--- src/rtl/ecc_log_pkg.sv ---
package ecc_log_pkg;
  localparam int REG_AW = 8;
  localparam int RD_W   = 32;

  typedef logic [REG_AW-1:0] reg_addr_t;

  // Register offsets
  localparam reg_addr_t OFS_CFG      = 8'h43;
  localparam reg_addr_t OFS_STATUS   = 8'h47;
  localparam reg_addr_t OFS_FL_ADDR  = 8'h50;
  localparam reg_addr_t OFS_FL_MSTR  = 8'h54;
  localparam reg_addr_t OFS_FL_ATTR  = 8'h58;
  localparam reg_addr_t OFS_FL_DATA  = 8'h5C;
  localparam reg_addr_t OFS_RAM_ADDR = 8'h60;
  localparam reg_addr_t OFS_RAM_MSTR = 8'h64;
  localparam reg_addr_t OFS_RAM_ATTR = 8'h68;
  localparam reg_addr_t OFS_RAM_DATA = 8'h6C;
  localparam reg_addr_t OFS_RAM_SYN  = 8'h70;

  // Bit positions, shared by configuration and status bytes
  localparam int BIT_FL_NC  = 0;
  localparam int BIT_RAM_NC = 1;
  localparam int BIT_FL_SB  = 4;
  localparam int BIT_RAM_SB = 5;

  localparam logic [7:0] LOG_MASK = 8'h33;
endpackage

--- src/rtl/ecc_log_ctrl.sv ---
module ecc_log_ctrl
  import ecc_log_pkg::*;
(
  input  logic       clk,
  input  logic       rst_n,
  input  logic       sb_strap,
  input  logic       wr_en,
  input  reg_addr_t  wr_addr,
  input  logic [7:0] wr_data,
  input  logic       fl_sb_evt,
  input  logic       fl_nc_evt,
  input  logic       ram_sb_evt,
  input  logic       ram_nc_evt,
  output logic [7:0] cfg_q,
  output logic [7:0] status_q,
  output logic       fl_sb_acc,
  output logic       fl_nc_acc,
  output logic       ram_sb_acc,
  output logic       ram_nc_acc,
  output logic       fl_nc_pend,
  output logic       ram_nc_pend,
  output logic       irq
);

  logic       cfg_en;
  logic [7:0] cfg_d;
  logic       status_en;
  logic [7:0] status_d;
  logic [7:0] set_vec;
  logic [7:0] clr_vec;

  // Next-state logic
  always_comb begin
    cfg_en = wr_en && (wr_addr == OFS_CFG);
    cfg_d  = wr_data & LOG_MASK;

    set_vec             = '0;
    set_vec[BIT_FL_NC]  = fl_nc_evt  & cfg_q[BIT_FL_NC];
    set_vec[BIT_RAM_NC] = ram_nc_evt & cfg_q[BIT_RAM_NC];
    set_vec[BIT_FL_SB]  = fl_sb_evt  & cfg_q[BIT_FL_SB]  & sb_strap;
    set_vec[BIT_RAM_SB] = ram_sb_evt & cfg_q[BIT_RAM_SB] & sb_strap;

    clr_vec = (wr_en && (wr_addr == OFS_STATUS)) ? (wr_data & LOG_MASK) : 8'h00;

    status_en = (|set_vec) || (|clr_vec);
    status_d  = (status_q & ~clr_vec) | set_vec;
  end

  // Registers
  always_ff @(posedge clk or negedge rst_n) begin
    if (!rst_n) begin
      cfg_q    <= '0;
      status_q <= '0;
    end else begin
      if (cfg_en)    cfg_q    <= cfg_d;
      if (status_en) status_q <= status_d;
    end
  end

  assign fl_sb_acc   = set_vec[BIT_FL_SB];
  assign fl_nc_acc   = set_vec[BIT_FL_NC];
  assign ram_sb_acc  = set_vec[BIT_RAM_SB];
  assign ram_nc_acc  = set_vec[BIT_RAM_NC];
  assign fl_nc_pend  = status_q[BIT_FL_NC];
  assign ram_nc_pend = status_q[BIT_RAM_NC];
  assign irq         = |status_q;

  AST_FL_NC_FLAGS: assert property (@(posedge clk) disable iff (!rst_n)
    fl_nc_evt && cfg_q[BIT_FL_NC] |=> status_q[BIT_FL_NC]);
  AST_RAM_NC_FLAGS: assert property (@(posedge clk) disable iff (!rst_n)
    ram_nc_evt && cfg_q[BIT_RAM_NC] |=> status_q[BIT_RAM_NC]);
  AST_FL_SB_NEEDS_STRAP: assert property (@(posedge clk) disable iff (!rst_n)
    !sb_strap && !status_q[BIT_FL_SB] |=> !status_q[BIT_FL_SB]);
  AST_RAM_SB_NEEDS_STRAP: assert property (@(posedge clk) disable iff (!rst_n)
    !sb_strap && !status_q[BIT_RAM_SB] |=> !status_q[BIT_RAM_SB]);
  AST_FLAG_STICKY: assert property (@(posedge clk) disable iff (!rst_n)
    status_q[BIT_FL_NC] && !(wr_en && wr_addr == OFS_STATUS) |=> status_q[BIT_FL_NC]);
  AST_IRQ_FOLLOWS_EVENT: assert property (@(posedge clk) disable iff (!rst_n)
    ram_nc_evt && cfg_q[BIT_RAM_NC] |=> irq);

endmodule

--- src/rtl/ecc_log_capture.sv ---
module ecc_log_capture #(
  parameter int ADDR_W  = 32,
  parameter int DATA_W  = 32,
  parameter int MSTR_W  = 4,
  parameter int ATTR_W  = 8,
  parameter int SYN_W   = 8,
  parameter bit HAS_SYN = 1'b1
) (
  input  logic              clk,
  input  logic              rst_n,
  input  logic              sb_acc,
  input  logic              nc_acc,
  input  logic              nc_pend,
  input  logic [ADDR_W-1:0] addr_i,
  input  logic [MSTR_W-1:0] master_i,
  input  logic [ATTR_W-1:0] attr_i,
  input  logic [DATA_W-1:0] data_i,
  input  logic [SYN_W-1:0]  syn_i,
  output logic [ADDR_W-1:0] addr_q,
  output logic [MSTR_W-1:0] master_q,
  output logic [ATTR_W-1:0] attr_q,
  output logic [DATA_W-1:0] data_q,
  output logic [SYN_W-1:0]  syn_q
);

  logic load;

  // A pending non-correctable capture outranks any single-bit event
  always_comb begin
    load = nc_acc || (sb_acc && !nc_pend);
  end

  always_ff @(posedge clk or negedge rst_n) begin
    if (!rst_n) begin
      addr_q   <= '0;
      master_q <= '0;
      attr_q   <= '0;
      data_q   <= '0;
    end else if (load) begin
      addr_q   <= addr_i;
      master_q <= master_i;
      attr_q   <= attr_i;
      data_q   <= data_i;
    end
  end

  generate
    if (HAS_SYN) begin : g_syn
      always_ff @(posedge clk or negedge rst_n) begin
        if (!rst_n)    syn_q <= '0;
        else if (load) syn_q <= syn_i;
      end
    end else begin : g_no_syn
      logic unused_syn;
      assign unused_syn = ^syn_i;
      assign syn_q      = '0;
    end
  endgenerate

  AST_CAP_HOLD: assert property (@(posedge clk) disable iff (!rst_n)
    !sb_acc && !nc_acc |=> $stable(addr_q) && $stable(data_q));
  AST_NC_CAPTURE_KEPT: assert property (@(posedge clk) disable iff (!rst_n)
    nc_pend && !nc_acc |=> $stable(addr_q) && $stable(master_q));
  AST_NC_LOADS: assert property (@(posedge clk) disable iff (!rst_n)
    nc_acc |=> addr_q == $past(addr_i) && attr_q == $past(attr_i));

endmodule

--- src/rtl/ecc_log_unit.sv ---
module ecc_log_unit
  import ecc_log_pkg::*;
#(
  parameter int ADDR_W = 32,
  parameter int DATA_W = 32,
  parameter int MSTR_W = 4,
  parameter int ATTR_W = 8,
  parameter int SYN_W  = 8
) (
  input  logic              clk,
  input  logic              rst_n,
  input  logic              sb_strap,
  input  logic              fl_sb_evt,
  input  logic              fl_nc_evt,
  input  logic [ADDR_W-1:0] fl_addr,
  input  logic [MSTR_W-1:0] fl_master,
  input  logic [ATTR_W-1:0] fl_attr,
  input  logic [DATA_W-1:0] fl_data,
  input  logic              ram_sb_evt,
  input  logic              ram_nc_evt,
  input  logic [ADDR_W-1:0] ram_addr,
  input  logic [MSTR_W-1:0] ram_master,
  input  logic [ATTR_W-1:0] ram_attr,
  input  logic [DATA_W-1:0] ram_data,
  input  logic [SYN_W-1:0]  ram_syndrome,
  input  logic              reg_sel,
  input  logic              reg_we,
  input  logic [REG_AW-1:0] reg_addr,
  input  logic [7:0]        reg_wdata,
  output logic [RD_W-1:0]   reg_rdata,
  output logic              irq
);

  // Reset: asserted asynchronously, released on the clock
  logic rst_meta_n;
  logic rst_sync_n;

  always_ff @(posedge clk or negedge rst_n) begin
    if (!rst_n) begin
      rst_meta_n <= 1'b0;
      rst_sync_n <= 1'b0;
    end else begin
      rst_meta_n <= 1'b1;
      rst_sync_n <= rst_meta_n;
    end
  end

  logic [7:0] cfg_q, status_q;
  logic fl_sb_acc, fl_nc_acc, ram_sb_acc, ram_nc_acc;
  logic fl_nc_pend, ram_nc_pend;
  logic wr_en;

  assign wr_en = reg_sel && reg_we;

  ecc_log_ctrl u_ctrl (
    .clk         (clk),
    .rst_n       (rst_sync_n),
    .sb_strap    (sb_strap),
    .wr_en       (wr_en),
    .wr_addr     (reg_addr),
    .wr_data     (reg_wdata),
    .fl_sb_evt   (fl_sb_evt),
    .fl_nc_evt   (fl_nc_evt),
    .ram_sb_evt  (ram_sb_evt),
    .ram_nc_evt  (ram_nc_evt),
    .cfg_q       (cfg_q),
    .status_q    (status_q),
    .fl_sb_acc   (fl_sb_acc),
    .fl_nc_acc   (fl_nc_acc),
    .ram_sb_acc  (ram_sb_acc),
    .ram_nc_acc  (ram_nc_acc),
    .fl_nc_pend  (fl_nc_pend),
    .ram_nc_pend (ram_nc_pend),
    .irq         (irq)
  );

  logic [ADDR_W-1:0] fl_cap_addr, ram_cap_addr;
  logic [MSTR_W-1:0] fl_cap_mstr, ram_cap_mstr;
  logic [ATTR_W-1:0] fl_cap_attr, ram_cap_attr;
  logic [DATA_W-1:0] fl_cap_data, ram_cap_data;
  logic [SYN_W-1:0]  fl_cap_syn,  ram_cap_syn;

  ecc_log_capture #(
    .ADDR_W (ADDR_W), .DATA_W (DATA_W), .MSTR_W (MSTR_W),
    .ATTR_W (ATTR_W), .SYN_W (SYN_W), .HAS_SYN (1'b0)
  ) u_fl_cap (
    .clk      (clk),
    .rst_n    (rst_sync_n),
    .sb_acc   (fl_sb_acc),
    .nc_acc   (fl_nc_acc),
    .nc_pend  (fl_nc_pend),
    .addr_i   (fl_addr),
    .master_i (fl_master),
    .attr_i   (fl_attr),
    .data_i   (fl_data),
    .syn_i    ('0),
    .addr_q   (fl_cap_addr),
    .master_q (fl_cap_mstr),
    .attr_q   (fl_cap_attr),
    .data_q   (fl_cap_data),
    .syn_q    (fl_cap_syn)
  );

  ecc_log_capture #(
    .ADDR_W (ADDR_W), .DATA_W (DATA_W), .MSTR_W (MSTR_W),
    .ATTR_W (ATTR_W), .SYN_W (SYN_W), .HAS_SYN (1'b1)
  ) u_ram_cap (
    .clk      (clk),
    .rst_n    (rst_sync_n),
    .sb_acc   (ram_sb_acc),
    .nc_acc   (ram_nc_acc),
    .nc_pend  (ram_nc_pend),
    .addr_i   (ram_addr),
    .master_i (ram_master),
    .attr_i   (ram_attr),
    .data_i   (ram_data),
    .syn_i    (ram_syndrome),
    .addr_q   (ram_cap_addr),
    .master_q (ram_cap_mstr),
    .attr_q   (ram_cap_attr),
    .data_q   (ram_cap_data),
    .syn_q    (ram_cap_syn)
  );

  logic unused_fl_syn;
  assign unused_fl_syn = ^fl_cap_syn;

  // Read mux, zero-extended
  always_comb begin
    reg_rdata = '0;
    if (reg_sel && !reg_we) begin
      case (reg_addr)
        OFS_CFG:      reg_rdata[7:0]        = cfg_q;
        OFS_STATUS:   reg_rdata[7:0]        = status_q;
        OFS_FL_ADDR:  reg_rdata[ADDR_W-1:0] = fl_cap_addr;
        OFS_FL_MSTR:  reg_rdata[MSTR_W-1:0] = fl_cap_mstr;
        OFS_FL_ATTR:  reg_rdata[ATTR_W-1:0] = fl_cap_attr;
        OFS_FL_DATA:  reg_rdata[DATA_W-1:0] = fl_cap_data;
        OFS_RAM_ADDR: reg_rdata[ADDR_W-1:0] = ram_cap_addr;
        OFS_RAM_MSTR: reg_rdata[MSTR_W-1:0] = ram_cap_mstr;
        OFS_RAM_ATTR: reg_rdata[ATTR_W-1:0] = ram_cap_attr;
        OFS_RAM_DATA: reg_rdata[DATA_W-1:0] = ram_cap_data;
        OFS_RAM_SYN:  reg_rdata[SYN_W-1:0]  = ram_cap_syn;
        default:      reg_rdata             = '0;
      endcase
    end
  end

  AST_CFG_RSVD_ZERO: assert property (@(posedge clk) disable iff (!rst_sync_n)
    reg_sel && !reg_we && reg_addr == OFS_CFG |-> (reg_rdata & ~32'h33) == 32'h0);
  AST_CAP_READ_ONLY: assert property (@(posedge clk) disable iff (!rst_sync_n)
    wr_en && reg_addr == OFS_RAM_ADDR && !ram_sb_acc && !ram_nc_acc |=> $stable(ram_cap_addr));
  AST_CROSS_ISOLATED: assert property (@(posedge clk) disable iff (!rst_sync_n)
    ram_nc_acc && !fl_sb_acc && !fl_nc_acc |=> $stable(fl_cap_addr));

endmodule

--- config.mk ---
export PLATFORM = sky130hd
export DESIGN_NAME = ecc_log_unit
export DESIGN_NICKNAME = d
export VERILOG_FILES = /design/src/rtl/ecc_log_pkg.sv /design/src/rtl/ecc_log_ctrl.sv /design/src/rtl/ecc_log_capture.sv /design/src/rtl/ecc_log_unit.sv
export SDC_FILE = /design/constraint.sdc
export NUM_CORES = 1
export LEC_CHECK = 0
export BUFFER_PORTS_ARGS = -buffer_cell sky130_fd_sc_hd__buf_2
export CORE_MARGIN = 4
export CORE_UTILIZATION = 47
export DETAILED_ROUTE_END_ITERATION = 8
export GPL_ROUTABILITY_DRIVEN = 0
export HOLD_SLACK_MARGIN = 0.08
export PLACE_DENSITY_LB_ADDON = 0.25
export SLEW_MARGIN = 20
export SYNTH_ARGS = -nofsm -noshare
export SYNTH_HDL_FRONTEND = slang
export SYNTH_SLANG_ARGS = --single-unit
export TNS_END_PERCENT = 50
--- constraint.sdc ---
create_clock -name clk -period 5.45 [get_ports clk]
set_input_delay 0.545 -clock clk [delete_from_list [all_inputs] [get_ports clk]]
set_output_delay 0.545 -clock clk [all_outputs]
set_load 0.01 [all_outputs]
==> run_results.csv, run 1 <==
group,metric,value,unit
outcome,status,"completed",
timing,relSlewSlack,0.286,
setup_path,worst-path-buf-inv,3,
drt,drt_iter0_markers,354,
setup_path,path_delay_family,"simple AND/OR/NAND/NOR gates",
setup_path,crit_path_cell_trace,"buf_2, nor4_2, and2_1, buf_4, a222oi_1, a21oi_1, buf_2",
setup_path,arrival,3.07,ns
timing,drv_slew,0,
cts,post-cts-setup-buffers,0,
final_layout,post-route-util,0.605,
drt,wl_met2,9960,um
global_route,grt_pass1_wl,32200,um
synthesis,syn-num-nets,754,
timing,setup_viol,0,
final_layout,syn2layout_area_growth,25.3,%
synthesis,synth_area_leaders,"dfrtp_1 (55%), mux2_2 (24%), a22oi_1 (3.0%)",
pwr,p_leak,4.63,nW
drt,wl,20800,um
job,cap_viol_max_count,0,
drt,routed.top_layer,"met5",
timing,finalCritPeriodShare,0.663,
timing,rsz0062_at_grt,"false",
setup_path,crit_top_cell,"buf_2",
cts,cts_tree,"done",
synthesis,synth-edff-count,0,
synthesis,synth_common_cells,"dfrtp_1 (170), mux2_2 (168), a22oi_1 (31)",
cts,clk_path_buf_depth,2,
synthesis,ys.flop_type,"dfrtp_1",
drt,wl_met3,1280,um
setup_path,regToRegEndpoint,"u_ram_cap.addr_q[17]",
setup_path,critical_path.endpoint_type,"output pin",
final_layout,layoutNonFillerInstCount,1004,
setup_path,critPathRequiredTime,4.91,ns
global_route,grt_pass1_vias,6183,
setup_path,r2r_cells,5,
die,start_util,0.483,
setup_path,reg2reg_slack,3.32,ns
global_route,antenna_found_initial,3,
cts,clock-sinks,170,
place,port_buffers,213,
pwr,pwr_density_cell,362,mW/mm^2
die,die_x,136,um
die,coreArea,0.0160,sq mm
timing,hold_viol,0,
timing,worst_hold_slack,0.333,ns
setup_path,slowest_delay,0.74,ns
die,row_count,46,
cts,root_buffer,"clkbuf_16",
timing,clock.fmax,0.277,GHz
timing,worstMarginPinSlew,1.07,ns
drt,dr_total_vias,5698,
place,dp.cells,969,
final_layout,drive_above_1_share,0.555,
drt,drtAntennaViolNets,0,
global_route,grt_max_degree,77,
die,die-area,0.0186,sq mm
synthesis,syn_area,0.00772,sq mm
synthesis,synth_top_area_share,0.551,
worst_hold_path,hp-class,"reg2async",
setup_path,crit_fanout,24,
pwr,ir_drop,0.000230,V
setup_path,cp_slowest_cell,"and2_1",
synthesis,ys_ff_latch,170,
synthesis,avgSynthCellArea,13.6,sq um
pwr,power,0.00350,W
cts,cts_resized,0,
timing,setup_tns,0,ns
final_layout,nets,959,
setup_path,criticalPathCategory,"in2out",
cts,clk_pin_slew_worst_paths,0.06,ns
timing,period_minus_slack,3.61,ns
drt,met1_length,9060,um
synthesis,synthCells,569,
drt,wl_per_cell,20.7,um
synthesis,yosysTopAreaCell,"dfrtp_1",
setup_path,r2r_start,"u_ctrl.cfg_q[5]",
die,pin_count,218,
synthesis,yosysUniqueCellTypes,53,
synthesis,ys_seq_area_frac,0.551,
setup_path,critPathLaunchType,"input port",
timing,fin_worst_skew,0.00934,ns
cts,clk_latency,0.43,ns
synthesis,synth_warnings,0,
drt,viasPerCell,5.68,
die,die_h,136,um
synthesis,yosysMostFrequentCell,"dfrtp_1",
place,place_hpwl,14600,um
cts,htree_levels,4,
global_route,groute.usage.overall,0.226,
drt,drt_pre_antenna_iters,5,
global_route,grt_overflow,0,
synthesis,ys_async_sr_fraction,1.00,
drt,drcViolationCount,0,
cts,cts_made_buffers,17,
## cell usage in the layout, fill, tap and decap left out, types with 3 or more instances in the layout
cell type  count
bufinv_16      4
clkbuf_16     17
clkinv_2       3
a222oi_1      14
dfrtp_1      169
a31oi_1        7
nand2_1       22
nor2_1         7
clkinv_4       3
nand4_1        9
a22oi_1       31
a21oi_1       27
nand3_1        8
mux2_1         4
a32oi_1        4
nand4bb_1      3
clkbuf_8       3
buf_4          9
mux2i_1        8
mux2_2       168
buf_2        213
## per-stage QoR
| stage | setup WS [ns] | instance area, sq um |
|---|---|---|
| after CTS | 1.81 | 9650 |
| after detailed placement | 1.81 | 9000 |
| after global routing | 1.66 | 9680 |
| after global placement | 1.80 | 9000 |
| final | 1.84 | 9680 |
| after floorplan | 0.362 | 7720 |
## cells by family (layout without fill, tap and decap cells)
kind of cell / Yosys count / count (layout) / share of synthesized area
other: 1 / 2 / 0.000485
muxes: 182 / 182 / 0.267
buffers and inverters: 41 / 259 / 0.0241
AOI/OAI and AO/OA: 99 / 99 / 0.0922
xor gates and xnor gates: 2 / 2 / 0.00227
and+or+nand+nor: 74 / 74 / 0.0633
DFF: 170 / 170 / 0.551
## per-layer routing
metal / up-vias / track usage
met2: 213 / 0.364
met3: 39 / 0.0522
met4: 4 / 0.0885
met5: - / 0
met1: 2878 / 0.298
li1: 2564 / -
## flip-flops by register name, indices dropped and copies added, names as in the netlist
| signal | cells |
|---|---|
| rst_meta_n | 1 |
| rst_sync_n | 1 |
| u_ctrl.cfg_q | 4 |
| u_ctrl.status_q | 4 |
| u_fl_cap.addr_q | 32 |
| u_fl_cap.attr_q | 8 |
| u_fl_cap.data_q | 32 |
| u_fl_cap.master_q | 4 |
| u_ram_cap.addr_q | 32 |
| u_ram_cap.attr_q | 8 |
| u_ram_cap.data_q | 32 |
| u_ram_cap.master_q | 4 |
| u_ram_cap.syn_q | 8 |
## timing repair
action,in CTS,in global routing
hold buffers,1,0
hold endpoints to repair,2,0
endpoints found under the setup margin,0,0
## worst max path at each step
| stage | start | endpoint | cells past startpoint |
|---|---|---|---|
| after floorplan | rst_sync_n | u_ctrl.cfg_q[0] | 0 |
| after detailed placement | reg_addr[3] | reg_rdata[19] | 7 |
| after global routing | reg_addr[3] | reg_rdata[22] | 7 |
| after CTS | reg_addr[3] | reg_rdata[19] | 7 |
| final | reg_addr[3] | reg_rdata[19] | 7 |
| after global placement | reg_addr[3] | reg_rdata[14] | 6 |
## report_power, final
group	internal, W	leakage [nW]	total (W)	switching, W
Clock	0.000804	0.313	0.00129	0.000484
Combinational	0.000308	2.06	0.000485	0.000176
Sequential	0.00156	2.25	0.00173	0.000168
Total	0.00267	4.63	0.00350	0.000828
## layout make-up
| class | count | area [sq um] |
|---|---|---|
| Sequential cell | 170 | 4260 |
| Fill cell | 1344 | 6320 |
| Tap cell | 216 | 270 |
| Multi-Input combinational cell | 358 | 3310 |
| Clock buffer | 21 | 470 |
| Antenna cell | 1 | 2.50 |
| Inverter | 2 | 7.51 |
| Clock inverter | 11 | 169 |
| Timing Repair Buffer | 225 | 1190 |
No activity file was read; power rests on OpenSTA's default activity.
==> run 2, diff against run 1 <==
clock period = 3.2 ns   (was 5.45 ns; I/O delays follow)
==> run_results.csv, run 2 (synthesized netlist as in run 1, its figures left out) <==
group,metric,value,unit
drt,wl_per_cell,20.1,um
timing,relSlewSlack,0.489,
setup_path,criticalPathCategory,"in2out",
place,placed_area,0.00905,sq mm
setup_path,critPathLaunchType,"input port",
die,die_x,136,um
timing,finalCritPeriodShare,0.818,
setup_path,crit_fanout,24,
cts,cts_resized,0,
timing,period_minus_slack,2.62,ns
global_route,grt_pass1_wl,31700,um
worst_hold_path,hold_depth,2,
timing,worstMarginPinSlew,0.756,ns
pwr,pwr_density_cell,587,mW/mm^2
drt,viasPerCell,5.68,
outcome,status,"completed",
die,die-area,0.0186,sq mm
cts,cts_made_buffers,17,
final_layout,syn2layout_area_growth,24.4,%
cts,post-cts-setup-buffers,0,
timing,setup_tns,0,ns
place,port_buffers,213,
global_route,grt_overflow,0,
global_route,antenna_found_initial,3,
pwr,p_leak,4.59,nW
final_layout,nets,963,
job,cap_viol_max_count,0,
final_layout,drive_above_1_share,0.555,
cts,holdBufCountCts,1,
die,die_h,136,um
drt,drtAntennaViolNets,0,
pwr,ir_drop,0.000378,V
drt,dr_total_vias,5734,
final_layout,final_cell_mix,"buf_2 (213), dfrtp_1 (169), mux2_2 (168)",
pwr,power,0.00564,W
drt,drcViolationCount,0,
timing,rsz0062_at_grt,"false",
final_layout,design_area,0.00961,sq mm
drt,wl,20300,um
cts,clk_pin_slew_worst_paths,0.06,ns
cts,clock-sinks,170,
setup_path,critPathRequiredTime,2.88,ns
worst_hold_path,hp-class,"in2reg",
timing,hold_viol,0,
setup_path,arrival,2.30,ns
final_layout,final_common_cell,"buf_2",
place,place_hpwl,14400,um
die,start_util,0.483,
place,dp_slack,0.583,ns
cts,htree_levels,4,
global_route,grt_max_degree,103,
timing,setup_viol,0,
setup_path,critical_path.endpoint_type,"output pin",
timing,clock.fmax,0.382,GHz
global_route,groute.usage.overall,0.221,
cts,cts_tree,"done",
setup_path,r2r_cells,4,
timing,worst_hold_slack,0.120,ns
cts,clk_latency,0.43,ns
die,pin_count,218,
timing,setup_ws,0.582,ns
timing,drv_slew,0,
cts,clk_path_buf_depth,2,
cts,root_buffer,"clkbuf_16",
drt,drt_pre_antenna_iters,5,
die,coreArea,0.0160,sq mm
timing,fin_worst_skew,0.00616,ns
drt,drt_iter0_markers,320,
die,row_count,46,
global_route,grt_pass1_vias,6046,
## run 2: changes by cell type in the layout (fill, tap and decap cells not counted), moves of 2 or more
cell,delta
clkbuf_8,-2
inv_6,+4
diode_2,+2
bufinv_16,-4
buf_4,+4
clkinvlp_4,+3
## run 2: where the power goes
group	switching, W	internal, W	total (W)
Combinational	0.000298	0.000525	0.000823
Clock	0.000861	0.00102	0.00188
Sequential	0.000278	0.00266	0.00294
Total	0.00144	0.00420	0.00564
## run 2: area by class of cell
class / count / area [sq um]
timing repair buffer: 229 / 1210
fill: 1319 / 6390
clock buffer: 20 / 447
tap: 216 / 270
multi-input combinational: 358 / 3310
clock inverter: 12 / 92.6
sequential: 170 / 4260
antenna: 3 / 7.51
inverter: 2 / 7.51
## run 2: routing by layer
metal | routed length (um) | vias to the layer above | GRT usage
met2 | 9840 | 243 | 0.361
met1 | 8550 | 2875 | 0.293
met4 | 432 | 2 | 0.0795
met3 | 1460 | 33 | 0.0485
met5 | 7 | - | 0
li1 | - | 2581 | -
## run 2: stage by stage
step / utilization / cells
after global routing: 0.600 / 1009
after global placement: 0.566 / 974
final: 0.601 / 1010
after CTS: 0.600 / 1007
after detailed placement: 0.566 / 974
after floorplan: - / 569
## run 2: critical path, cell delays in order
cell,delay [ns]
buf_2,0.27
nor4_2,0.61
and2_1,0.21
buf_4,0.35
a222oi_1,0.16
a21oi_1,0.20
buf_2,0.16
## run 2: worst paths after layout
check / start / end / slack, ns
worst max-delay path: reg_addr[2] / reg_rdata[14] / 0.58
worst min-delay path: fl_attr[1] / u_fl_cap.attr_q[1] / 0.12
worst max register to register: u_ctrl.cfg_q[5] / u_ram_cap.data_q[28] / 1.35
worst min register to register: rst_sync_n / u_ram_cap.data_q[2] / 0.20
max in group asynchronous: rst_sync_n / u_ram_cap.addr_q[31] / 2.07
min in group asynchronous: rst_n / rst_sync_n / 0.20
==> run 3, diff against run 2 <==
CORE_UTILIZATION = 50   (was 47)
clock period = 2.45 ns   (was 3.2 ns; I/O delays follow)
==> run_results.csv, run 3 (synthesized netlist as in run 1, its figures left out) <==
group,metric,value,unit
worst_hold_path,hold_depth,2,
final_layout,n_antenna_cell,0,
setup_path,arrival,2.04,ns
pwr,p_leak,5.35,nW
drt,wl_per_cell,20.5,um
cts,clk_pin_slew_worst_paths,0.06,ns
die,pin_count,218,
global_route,grt_max_degree,77,
timing,fin_worst_skew,0.0101,ns
drt,drt_iter0_markers,455,
die,die_x,132,um
drt,wl,23600,um
timing,finalCritPeriodShare,0.931,
setup_path,cp.depth,7,
global_route,antenna_found_initial,0,
pwr,power.internal,0.00598,W
cts,root_buffer,"clkbuf_16",
pwr,clkPwrFrac,0.345,
timing,clock.fmax,0.438,GHz
setup_path,r2r_start,"u_ctrl.cfg_q[4]",
job,cap_viol_max_count,0,
final_layout,syn2layout_area_growth,47.2,%
timing,worstMarginPinSlew,0.716,ns
final_layout,drive_above_1_share,0.460,
final_layout,final_common_cell,"buf_2",
final_layout,nets,1134,
timing,setup_viol,0,
place,place_hpwl,14300,um
die,coreArea,0.0151,sq mm
pwr,p_sw,0.00193,W
worst_hold_path,holdPathEnd,"u_ctrl.status_q[1]",
cts,post-cts-setup-buffers,0,
drt,drcViolationCount,0,
drt,drtAntennaViolNets,0,
drt,drt_pre_antenna_iters,5,
setup_path,slowest_delay,0.50,ns
cts,clock-sinks,170,
die,die-area,0.0175,sq mm
die,start_util,0.510,
setup_path,worst-path-buf-inv,3,
global_route,grt_overflow,0,
setup_path,r2r_cells,4,
global_route,grt_pass1_vias,7189,
timing,setup_ws,0.168,ns
outcome,status,"completed",
cts,clk_path_buf_depth,2,
cts,cts_tree,"done",
place,port_buffers,213,
global_route,groute.usage.overall,0.270,
global_route,grt_pass1_wl,37500,um
cts,cts_made_buffers,17,
timing,rsz0062_at_grt,"false",
timing,period_minus_slack,2.28,ns
die,die_h,132,um
final_layout,design_area,0.0114,sq mm
setup_path,reg2reg_slack,0.80,ns
worst_hold_path,hp-class,"in2reg",
cts,cts_resized,0,
final_layout,post-route-util,0.751,
cts,htree_levels,4,
pwr,swShare,0.244,
setup_path,path_delay_family,"simple AND/OR/NAND/NOR gates",
setup_path,critPathRequiredTime,2.20,ns
setup_path,crit_fanout,24,
die,row_count,45,
timing,worst_hold_slack,0.111,ns
pwr,power_frac_seq,0.488,
pwr,ir_drop,0.000516,V
setup_path,critical_path.endpoint_type,"output pin",
pwr,pwr_density_cell,695,mW/mm^2
drt,dr_total_vias,6477,
cts,holdBufCountCts,165,
drt,viasPerCell,5.63,
cts,clk_latency,0.42,ns
worst_hold_path,holdCritStartpoint,"ram_nc_evt",
setup_path,crit_top_cell,"buf_2",
place,dp_slack,0.188,ns
setup_path,critPathLaunchType,"input port",
pwr,combPwrFrac,0.167,
final_layout,nFillCells,944,
setup_path,cp_slowest_cell,"nor4_2",
timing,drv_slew,0,
timing,hold_viol,0,
place,placed_area,0.00913,sq mm
setup_path,crit_path_cell_trace,"buf_2, nor4_2, and2_1, buf_4, a222oi_1, a21oi_1, buf_2",
timing,setup_tns,0,ns
setup_path,regToRegEndpoint,"u_fl_cap.addr_q[25]",
final_layout,final_cell_mix,"buf_2 (213), dfrtp_1 (169), mux2_2 (168)",
timing,relSlewSlack,0.518,
setup_path,criticalPathCategory,"in2out",
-- run 3: changes by cell type in the layout (fill, tap and decap cells not counted), sizes merged --
cell,change
dlygate4sd3,+164
clkinvlp,-4
clkbuf,+3
diode,-3
buf,+7
inv,-2
bufinv,+3
-- run 3: cell type report --
class / count / area [sq um] / share of cell area
clock buffers: 23 / 458 / 0.0403
inverters: 2 / 7.51 / 0.000660
repair buffers: 400 / 2970 / 0.261
clock inverters: 9 / 139 / 0.0122
flip-flops and latches: 170 / 4260 / 0.374
well taps: 188 / 235 / 0.0207
multi-input cells: 358 / 3310 / 0.291
-- run 3: worst reg2reg max path: stages (launching register included) --
cell	delay, ns
dfrtp_1	0.37
nand3_1	0.15
o21ai_4	0.17
buf_12	0.38
mux2_2	0.47
-- run 3: power groups by stage --
stage	clock [W]	combinational, W	sequential [W]
global placement	0	0.00103	0.00384
detailed placement	0	0.00109	0.00389
finish	0.00273	0.00132	0.00386
global route	0.00287	0.00144	0.00393
floorplan	0	0.000750	0.00379
CTS	0.00276	0.00130	0.00384
-- run 3: how the worst max path moves through the flow --
| stage | slack [ns] | end | start |
|---|---|---|---|
| after floorplan | 0.62 | reg_rdata[14] | reg_addr[7] |
| after global placement | 0.19 | reg_rdata[1] | reg_addr[7] |
| after detailed placement | 0.19 | reg_rdata[1] | reg_addr[7] |
| after CTS | 0.18 | reg_rdata[1] | reg_addr[7] |
| after global routing | 0.02 | reg_rdata[29] | reg_addr[3] |
| final | 0.17 | reg_rdata[29] | reg_addr[3] |
-- run 3: routing by layer --
layer	wire (um)	up-vias	GRT usage
met2	12200	259	0.467
met1	9440	3247	0.337
li1	-	2911	-
met3	1270	60	0.0500
met5	0	-	0
met4	688	0	0.106
-- run 3: per-stage QoR --
step / power (W) / std cells
6_report: 0.00791 / 1150
5_1_grt: 0.00824 / 1150
4_1_cts: 0.00791 / 1150
3_5_place_dp: 0.00498 / 953
3_3_place_gp: 0.00487 / 953
2_1_floorplan: 0.00454 / 569
